`src/rtl/dacc_pkg.sv`:
```
// Shared constants for the dual accumulator adder.
// Assumes: the opcode encoding below is fixed by the block's port contract.
package dacc_pkg;
    localparam logic [1:0] OP_ADD = 2'b00;
    localparam logic [1:0] OP_SUB = 2'b01;
    // Any code with bit 1 set is a load.
endpackage

```
`src/rtl/dacc_shifter.sv`:
```
// Barrel scaler for the incoming operand.
// Assumes: cnt is two's complement; non-negative shifts right arithmetically,
// negative shifts left by the magnitude, dropping bits above W-1.
module dacc_shifter #(
    parameter int W  = 40,
    parameter int SW = 5
) (
    input  logic [W-1:0]  din,
    input  logic [SW-1:0] cnt,
    output logic [W-1:0]  dout
);
    logic [SW-1:0] mag;

    // Select shift direction from the count's sign bit.
    always_comb begin
        mag = '0 - cnt;
        if (cnt[SW-1]) dout = din << mag;
        else           dout = $signed(din) >>> cnt;
    end
endmodule

```
`src/rtl/dacc_addsat.sv`:
```
// 40-bit adder/subtracter with guard-bit and sign overflow detection and
// optional clamping to 1.31 or 9.31 limits.
// Assumes: subtract complements the operand and forces carry-in high.
module dacc_addsat #(
    parameter int W = 40,
    parameter int G = 8
) (
    input  logic [W-1:0] src,
    input  logic [W-1:0] opnd,
    input  logic         zero_src,
    input  logic         subtract,
    input  logic         sat_en,
    input  logic         sat_wide,
    output logic [W-1:0] result,
    output logic         guard_ovf,
    output logic         sign_ovf,
    output logic         sat_hit
);
    localparam int NB = W - G - 1;   // top index of the narrow fraction range

    logic [W-1:0] a_in, b_in, raw;
    logic [W:0]   sum_x;
    logic         narrow_ovf, true_neg;

    // Extended-precision add with complement-and-carry subtraction.
    always_comb begin
        a_in  = zero_src ? '0 : src;
        b_in  = subtract ? ~opnd : opnd;
        sum_x = {a_in[W-1], a_in} + {b_in[W-1], b_in} + {{W{1'b0}}, subtract};
        raw   = sum_x[W-1:0];
        true_neg   = sum_x[W];
        sign_ovf   = sum_x[W] ^ sum_x[W-1];
        guard_ovf  = !((&raw[W-1:W-G]) || !(|raw[W-1:W-G]));
        narrow_ovf = !((&raw[W-1:NB]) || !(|raw[W-1:NB]));
    end

    // Decide on clamping and pick the limit by true sign and mode.
    always_comb begin
        sat_hit = sat_en && (sign_ovf || (!sat_wide && narrow_ovf));
        result  = raw;
        if (sat_hit) begin
            if (sat_wide) result = true_neg ? {1'b1, {(W-1){1'b0}}}
                                            : {1'b0, {(W-1){1'b1}}};
            else          result = true_neg ? {{(G+1){1'b1}}, {NB{1'b0}}}
                                            : {{(G+1){1'b0}}, {NB{1'b1}}};
        end
    end
endmodule

```
`src/rtl/dacc_lane.sv`:
```
// One accumulator with its overflow flag and sticky saturation flag.
// Assumes: wr is already qualified by op_valid and destination select.
module dacc_lane #(
    parameter int W = 40
) (
    input  logic         clk,
    input  logic         rst_n,
    input  logic         wr,
    input  logic [W-1:0] res,
    input  logic         gov,
    input  logic         sat_set,
    input  logic         clr,
    output logic [W-1:0] acc,
    output logic         ovf,
    output logic         sat
);
    // Register the accumulator and overflow flag on a write.
    always_ff @(posedge clk) begin
        if (!rst_n) begin
            acc <= '0;
            ovf <= 1'b0;
        end else if (wr) begin
            acc <= res;
            ovf <= gov;
        end
    end

    // Sticky flag: clear on request, set wins in the same cycle.
    always_ff @(posedge clk) begin
        if (!rst_n)              sat <= 1'b0;
        else if (wr && sat_set)  sat <= 1'b1;
        else if (clr)            sat <= 1'b0;
    end
endmodule

```
`src/rtl/dual_acc_sat_adder.sv`:
```
// Top: two 9.31 accumulators sharing one scaler and one adder/saturator.
// Assumes: one operation per cycle; results register on the next edge;
// summaries and trap requests are combinational from the registered flags.
module dual_acc_sat_adder
    import dacc_pkg::*;
#(
    parameter int W  = 40,
    parameter int G  = 8,
    parameter int SW = 5
) (
    input  logic          clk,
    input  logic          rst_n,
    input  logic          op_valid,
    input  logic [1:0]    op_code,
    input  logic          src_sel,
    input  logic          dst_sel,
    input  logic [W-1:0]  operand,
    input  logic [SW-1:0] shift_cnt,
    input  logic          sat_en_a,
    input  logic          sat_en_b,
    input  logic          sat_wide,
    input  logic          trap_en_a,
    input  logic          trap_en_b,
    input  logic          sticky_clr,
    output logic [W-1:0]  acc_a,
    output logic [W-1:0]  acc_b,
    output logic          ovf_a,
    output logic          ovf_b,
    output logic          ovf_any,
    output logic          sat_a,
    output logic          sat_b,
    output logic          sat_any,
    output logic          trap_a,
    output logic          trap_b
);
    localparam int NACC = 2;

    logic [NACC-1:0][W-1:0] acc_q;
    logic [NACC-1:0]        ovf_q, sat_q, sat_en_v, trap_en_v;
    logic [W-1:0]           scaled, addend, src_val, res;
    logic                   is_sub, is_load, sel_sat_en;
    logic                   gov, sov, shit;

    // Decode the operation and route operands.
    always_comb begin
        is_sub     = (op_code == OP_SUB);
        is_load    = op_code[1];
        sat_en_v   = {sat_en_b, sat_en_a};
        trap_en_v  = {trap_en_b, trap_en_a};
        src_val    = acc_q[src_sel];
        addend     = is_sub ? operand : scaled;
        sel_sat_en = sat_en_v[dst_sel];
    end

    dacc_shifter #(.W(W), .SW(SW)) u_shift (
        .din(operand), .cnt(shift_cnt), .dout(scaled)
    );

    dacc_addsat #(.W(W), .G(G)) u_add (
        .src(src_val), .opnd(addend), .zero_src(is_load), .subtract(is_sub),
        .sat_en(sel_sat_en), .sat_wide(sat_wide), .result(res),
        .guard_ovf(gov), .sign_ovf(sov), .sat_hit(shit)
    );

    for (genvar i = 0; i < NACC; i++) begin : g_lane
        dacc_lane #(.W(W)) u_lane (
            .clk(clk), .rst_n(rst_n),
            .wr(op_valid && (dst_sel == 1'(i))),
            .res(res), .gov(gov), .sat_set(sov || shit), .clr(sticky_clr),
            .acc(acc_q[i]), .ovf(ovf_q[i]), .sat(sat_q[i])
        );
    end

    // Present per-accumulator state, summaries and trap requests.
    always_comb begin
        acc_a   = acc_q[0];
        acc_b   = acc_q[1];
        ovf_a   = ovf_q[0];
        ovf_b   = ovf_q[1];
        sat_a   = sat_q[0];
        sat_b   = sat_q[1];
        ovf_any = |ovf_q;
        sat_any = |sat_q;
        trap_a  = ovf_q[0] && trap_en_v[0];
        trap_b  = ovf_q[1] && trap_en_v[1];
    end
endmodule

```
`config.mk`:
```
export PLATFORM = sky130hd
export DESIGN_NAME = dual_acc_sat_adder
export DESIGN_NICKNAME = d
export VERILOG_FILES = /design/src/rtl/dacc_pkg.sv /design/src/rtl/dacc_shifter.sv /design/src/rtl/dacc_addsat.sv /design/src/rtl/dacc_lane.sv /design/src/rtl/dual_acc_sat_adder.sv
export SDC_FILE = /design/constraint.sdc
export NUM_CORES = 1
export LEC_CHECK = 0
export ABC_CLOCK_PERIOD_IN_PS = 9600
export BUFFER_PORTS_ARGS = -buffer_cell sky130_fd_sc_hd__buf_4
export CORE_ASPECT_RATIO = 1.1
export CORE_UTILIZATION = 30
export CTS_CLUSTER_SIZE = 8
export DETAILED_ROUTE_END_ITERATION = 8
export GPL_TIMING_DRIVEN = 0
export PLACE_DENSITY = 0.48
export SLEW_MARGIN = 20
export SYNTH_ARGS = -nofsm -noshare
export SYNTH_HDL_FRONTEND = slang
export SYNTH_SLANG_ARGS = --single-unit
```
`constraint.sdc`:
```
create_clock -name clk -period 9.6 [get_ports clk]
set_input_delay 0.96 -clock clk [delete_from_list [all_inputs] [get_ports clk]]
set_output_delay 0.96 -clock clk [all_outputs]
set_load 0.02 [all_outputs]
```
**Yosys cells after proc, flatten, opt, wreduce, memory -nomap -nowiden**

Cells that the tools add are included.
Widths: inputs -> output; s select.

- Bits in registers: 84
- Output and inout bits: 88
- Logic and storage cells: 57
- Input port bits: 58

- Mux-type cells: 15
- Order comparisons: 2
- Shifts and indexed selects: 2
- Equal/unequal tests: 1
- Bitwise operators: 3
- Add/sub/neg operators: 3
- Reduce and logical (&&, ||, !) cells: 25

Operators with widths:

| cell | number |
|---|---|
| $mux 40 | 10 |
| $add 40x40->41 | 1 |
| $add 41x1->41 | 1 |
| $not 40->40 | 1 |
| $shl 40x5->40 | 1 |
| $sshr 40x5->40 | 1 |
| $reduce_and 9->1 | 1 |
| $reduce_or 9->1 | 1 |
| $logic_and 1x1->1 | 8 |
| $reduce_and 8->1 | 1 |
| $reduce_or 8->1 | 1 |
| $logic_not 1->1 | 5 |
| $mux 1 | 5 |
| $sub 1x5->5 const A | 1 |
| $logic_or 1x1->1 | 4 |
| $lt 1x2->1 const B | 2 |
| $reduce_bool 2->1 | 2 |
| $reduce_or 2->1 | 2 |
| $eq 2x1->1 const B | 1 |
| $not 1->1 | 1 |
| $xor 1x1->1 | 1 |

**Longest topological paths before layout**

- Depth in word-level cells: 18
- Depth in mapped cells: 32
- Depth with buffers taken out: 26

**Cells and area by module**

From an unflattened synthesis, not the netlist that was laid out.

- Cells, all modules: 1488
- Area, all modules: 12902.4 um^2

By module, submodules not included:

| module | instances | cells each | area an instance (um^2) | seq. area each (um^2) |
|---|---|---|---|---|
| dacc_shifter | 1 | 545 | 4538.1 | 0.0 |
| dacc_addsat | 1 | 573 | 3873.7 | 0.0 |
| dacc_lane | 2 | 136 | 1631.6 | 840.8 |
| dual_acc_sat_adder | 1 | 98 | 1227.4 | 0.0 |

**Worst setup path after synthesis**

No wires, ideal clock.

- Kind: in2reg
- From: input shift_cnt[0]
- To: register g_lane[0].u_lane.acc[0]
- Setup time: 122 ps
- Data arrival time: 7301 ps
- Buffers on the path: 6
- Data required time: 9478 ps
- Path slack: 2177 ps
- Stages: 26
- Cell sequence: buf_1 > clkbuf_1 > buf_1 > clkbuf_1 > clkbuf_1 > nand2_1 > o211ai_1 > o21ai_0 > o21ai_0 > o22ai_1 > nand2_1 > o21ai_0 > fa_1 > a21o_1 > a221o_1 > a32oi_1 > a31oi_1 > or4_1 > o211a_1 > a211o_1 > or4_1 > nor3_1 > a211oi_1 > o211a_1 > clkbuf_1 > a221o_1

- Longest elaborated chain between the ends: 16
- Elaborated cells between the ends (all ways): 22
- Classes of those cells: add/sub (3); shift (2); mux (7); bitwise (2); reduce/logical (8)

RTL lines:

| what | RTL line | RTL |
|---|---|---|
| start, declared | dual_acc_sat_adder.sv:18 | `input logic [SW-1:0] shift_cnt,` |
| $sub 1x5->5 | dacc_shifter.sv:16 | `mag = '0 - cnt;` |
| $shl 40x5->40 | dacc_shifter.sv:17 | `if (cnt[SW-1]) dout = din << mag;` |
| $mux 40 * | dacc_shifter.sv:17 |  |
| $mux 40 * | dual_acc_sat_adder.sv:51 | `addend = is_sub ? operand : scaled;` |
| $not 40->40 | dacc_addsat.sv:28 | `b_in = subtract ? ~opnd : opnd;` |
| $mux 40 * | dacc_addsat.sv:28 |  |
| $add 40x40->41 * | dacc_addsat.sv:29 | `sum_x = {a_in[W-1], a_in} + {b_in[W-1], b_in} + {{W{1'b0}}, subtract};` |
| $add 41x1->41 * | dacc_addsat.sv:29 |  |
| $reduce_or 9->1 | dacc_addsat.sv:34 | `narrow_ovf = !((&raw[W-1:NB]) \|\| !(\|raw[W-1:NB]));` |
| $logic_not 1->1 | dacc_addsat.sv:34 |  |
| $logic_or 1x1->1 | dacc_addsat.sv:34 |  |
| $logic_not 1->1 | dacc_addsat.sv:34 |  |
| $logic_and 1x1->1 | dacc_addsat.sv:39 | `sat_hit = sat_en && (sign_ovf \|\| (!sat_wide && narrow_ovf));` |
| $logic_or 1x1->1 | dacc_addsat.sv:39 |  |
| $logic_and 1x1->1 | dacc_addsat.sv:39 |  |
| $mux 40 * | dacc_addsat.sv:41 | `if (sat_hit) begin` |
| end signal, assigned | dacc_lane.sv:23 | `acc <= res;` |
| end, declared | dacc_lane.sv:13 | `output logic [W-1:0] acc,` |

Mark *: on every way between the ends. The rest lies on a longest branch, timed or not.
A chain may end at the register's enable or synchronous reset.

**Worst setup path after layout**

- From: input shift_cnt[0]
- To: register g_lane[0].u_lane.acc[7]

The elaborated chain is that of the path after synthesis.

==> results.rst <==
.. list-table::
   :header-rows: 1

   * - Metric
     - Value
   * - Largest net degree at the start of global routing
     - 14
   * - Hold slack
     - 518 ps
   * - CTS Buf Count
     - 9
   * - Fillcell total
     - 3,733
   * - Final Skew
     - 10.2 ps
   * - Kind of start point of the critical path
     - input pin
   * - Combined area of all synthesized cells
     - 10,600 um^2
   * - Overall die height
     - 199 um
   * - Finished Cell Area
     - 12,600 um^2
   * - Highest clock frequency the design can meet
     - 0.109 GHz
   * - Violation count after the first detailed-routing iteration
     - 855
   * - Total of flip-flops plus latches after synthesis
     - 84
   * - Clock slew at reported path FFs
     - 60 ps
   * - Layout overhead on the synthesized area
     - 19.0%
   * - Count of maximum capacitance violations
     - 0
   * - Worst path max stage delay
     - 500 ps
   * - Simple-gate share of the synthesized area
     - 20.0%
   * - Endpoint required time on the critical path
     - 9830 ps
   * - Clock period minus worst slack
     - 9140 ps
   * - Critical path capture point
     - g_lane[0].u_lane.acc[7]
   * - Number of global-route vias before repair
     - 12,100
   * - Die area
     - 36,000 um^2
   * - Combined buffer and inverter count along the critical path
     - 6
   * - Number of H-tree branching levels
     - 3
   * - Post-synthesis instance total
     - 1,403
   * - Wire length of the first global-routing pass
     - 77,200 um
   * - Post-Place Worst Slack
     - -1250 ps
   * - Peak supply drop
     - 0.0812 mV
   * - Post-Synthesis Net Count
     - 1,502
   * - Period Utilization, post-route
     - 95.2%
   * - TritonCTS clock tree
     - built
   * - Number of buffer cells added on primary ports
     - 141
   * - Power density over cell area
     - 147 nW/um^2
   * - Static power due to leakage
     - 5.37 nW
   * - Xor and xnor area share after synthesis
     - 3.32%
   * - Total instance count after detailed placement
     - 1,982
   * - Synthesized area divided by synthesized cell count
     - 7.53 um^2
   * - Placed standard-cell area
     - 12,200 um^2
   * - Number of antenna violations at the first check in global routing
     - 1
   * - Register-to-register path setup slack
     - 4030 ps
   * - Result of the run
     - completed
   * - Worst Path Arrival
     - 9370 ps
   * - Crit path capture type
     - flip-flop
   * - Root Driver
     - sky130_fd_sc_hd__clkbuf_16
   * - Final WL
     - 52,500 um
   * - Worst r2r src
     - g_lane[0].u_lane.acc[0]
   * - Fraction of the mapped netlist area in adder cells
     - 4.93%
   * - Setup repair after global routing missed its margin
     - false
   * - Proportion of register bits with asynchronous set or reset after synthesis
     - 0%
   * - Pins Over Slew Limit
     - 0
   * - Worst Max-Slew Pin Slew
     - 1070 ps
   * - Final setup slack of the worst path
     - 461 ps
   * - Endpoints failing hold
     - 0
   * - Yosys synthesis warning count
     - 0
   * - Number of distinct standard cells referenced by the synthesized netlist
     - 66
   * - Post-synthesis compound-gate area fraction
     - 30.7%
   * - Hold buffer count at CTS
     - 0
   * - Routed WL per cell
     - 26.3 um
   * - CP max FO
     - 10
   * - Number of rows in the core area
     - 71
   * - Flip-flop cell with the highest count after synthesis
     - sky130_fd_sc_hd__dfxtp_1
   * - Proportion of synthesized chip area in sequential cells
     - 15.9%
   * - Crit Reg-Reg Endpoint
     - g_lane[0].u_lane.acc[7]
   * - Overall via count from detail_route
     - 12,300
   * - Total inserted antenna cells
     - 0
   * - Logic depth of the worst register-to-register path
     - 15
   * - Boundary Pins
     - 146
   * - Number of flops mapped to enable cells by yosys
     - 0
   * - Aggregate global-route resource usage
     - 28.6%
   * - Final core area utilization
     - 36.5%
   * - Critical Setup Path Class
     - input pin to flip-flop
   * - DRC violation count after routing
     - 0
   * - Worst min-delay path category
     - flip-flop to flip-flop
   * - Routability Congestion
     - 1.00
   * - Largest buffer count on any clock path
     - 2
   * - Cell depth of the worst setup path
     - 26
   * - Via count normalized by instance count
     - 6.17
   * - Clk Latency, worst-skew pair
     - 350 ps
   * - DRT antenna net count
     - 0
   * - # setup viols final
     - 0
   * - Placed wire-length estimate after detailed placement
     - 42,500 um
   * - Total overflow reported by the global router
     - 0
   * - Worst-case headroom to the max-slew limit
     - 28.4%
   * - Share of cell area taken by muxes after synthesis
     - 19.7%
   * - Ratio of cells with drive above 1 in the final layout
     - 16.6%
   * - Total number of nets in the final design
     - 1,654
   * - Die outline width
     - 181 um
   * - Dominant delay contributor by cell family on the critical path
     - compound AO/OA/AOI/OAI gates
   * - Clock sink count
     - 84
   * - TritonRoute pass-1 iters
     - 5
   * - Initial cell density of the core
     - 30.6%
   * - Main combinational cell family by area after synthesis
     - compound AO/OA/AOI/OAI gates
   * - Critical Path Slowest Stage Cell
     - sky130_fd_sc_hd__clkbuf_1
   * - Core region area
     - 34,500 um^2
   * - Filler-free cell count of the finished design
     - 1,997
   * - Launching instance or port of the critical path
     - shift_cnt[0]
-- timing repair --
item,4_1_cts,5_1_grt
endpoints found under the hold margin,0,0
buffers inserted,0,0
gates resized for setup,12,15
endpoints found under the setup margin,80,78
-- cells in the final DEF (no fill, tap or decap), types with 19 or more instances in the layout --
cell type,count
sky130_fd_sc_hd__nand2_1,203
sky130_fd_sc_hd__nor2_1,147
sky130_fd_sc_hd__buf_4,143
sky130_fd_sc_hd__a21oi_1,106
sky130_fd_sc_hd__o21ai_0,105
sky130_fd_sc_hd__mux2i_1,92
sky130_fd_sc_hd__clkbuf_1,87
sky130_fd_sc_hd__dfxtp_1,84
sky130_fd_sc_hd__a221o_1,68
sky130_fd_sc_hd__mux4_2,45
sky130_fd_sc_hd__ha_1,40
sky130_fd_sc_hd__a211oi_1,37
sky130_fd_sc_hd__nand3_1,30
sky130_fd_sc_hd__o211ai_1,22
sky130_fd_sc_hd__xor2_1,20
sky130_fd_sc_hd__xnor2_1,19
sky130_fd_sc_hd__a21o_1,19
-- power by group --
part,switching (mW),leakage [nW],internal (mW),total [mW]
sequential,0.0410,0.689,0.395,0.436
clock,0.148,0.165,0.248,0.396
combinational,0.645,4.51,0.364,1.01
-- metrics by stage --
stage	power, mW	setup TNS (ps)
final	1.84	0
after floorplan	1.07	0
after CTS	1.83	0
after global routing	1.94	0
after detailed placement	1.43	-92880
after global placement	1.43	-97120
-- sequential cells by signal, summed over array words and instances (netlist names) --
| name | count |
|---|---|
| g_lane.u_lane.ovf | 2 |
| g_lane.u_lane.sat | 2 |
| g_lane.u_lane.acc | 80 |
-- cells by family after synthesis --
group	count (synthesis)
and+or+nand+nor	481
AOI/OAI and AO/OA	470
muxes	150
buffers and inverters	137
DFF	84
adders and majority gates	41
xor gates and xnor gates	40
-- synth_stat cells (15+ instances only) --
master,number,share of area [%]
sky130_fd_sc_hd__inv_1,15,0.53
sky130_fd_sc_hd__xor2_1,20,1.7
sky130_fd_sc_hd__a221o_1,68,6.4
sky130_fd_sc_hd__nand2_1,203,7.2
sky130_fd_sc_hd__a31oi_1,17,1.0
sky130_fd_sc_hd__a211oi_1,38,2.7
sky130_fd_sc_hd__clkbuf_1,94,3.3
sky130_fd_sc_hd__buf_1,17,0.60
sky130_fd_sc_hd__dfxtp_1,84,16
sky130_fd_sc_hd__o211ai_1,22,1.6
sky130_fd_sc_hd__xnor2_1,20,1.7
sky130_fd_sc_hd__a21oi_1,106,5.0
sky130_fd_sc_hd__nor2_1,147,5.2
sky130_fd_sc_hd__ha_1,40,4.7
sky130_fd_sc_hd__mux4_2,45,9.6
sky130_fd_sc_hd__a311oi_1,16,1.3
sky130_fd_sc_hd__mux2i_1,92,8.7
sky130_fd_sc_hd__a21o_1,19,1.4
sky130_fd_sc_hd__o21ai_0,107,5.1
sky130_fd_sc_hd__nand3_1,30,1.4
-- how the worst min path moves through the flow --
stage,start,endpoint,slack (ps),cells after the start
after global placement,g_lane[0].u_lane.acc[24],g_lane[0].u_lane.acc[24],500,1
final,g_lane[0].u_lane.acc[38],g_lane[0].u_lane.acc[38],520,1
after CTS,g_lane[0].u_lane.acc[20],g_lane[0].u_lane.acc[20],520,2
after detailed placement,g_lane[1].u_lane.acc[5],g_lane[1].u_lane.acc[5],500,1
after global routing,g_lane[1].u_lane.acc[2],g_lane[1].u_lane.acc[2],540,1
after floorplan,g_lane[1].u_lane.acc[13],g_lane[1].u_lane.acc[13],570,2
-- final cells by class --
class / count / area (um^2) / area share, %
Inverter: 17 / 63.8 / 0.508
Sequential cell: 84 / 1680 / 13.4
Multi-Input combinational cell: 1182 / 8340 / 66.4
Timing Repair Buffer: 141 / 1060 / 8.42
Clock buffer: 12 / 267 / 2.12
Clock inverter: 3 / 68.8 / 0.548
Buffer: 120 / 541 / 4.30
Tap cell: 438 / 548 / 4.36
-- per-layer routing --
layer  vias to the layer above  wire length (um)  global-route usage (%)
met1                      5970             21100                    34.2
li1                       5623                 -                       -
met5                         -                13                       0
met4                         2              2840                    14.8
met3                       136              3260                    2.86
met2                       581             25300                    50.7
No activity file was read; power rests on OpenSTA's default activity.
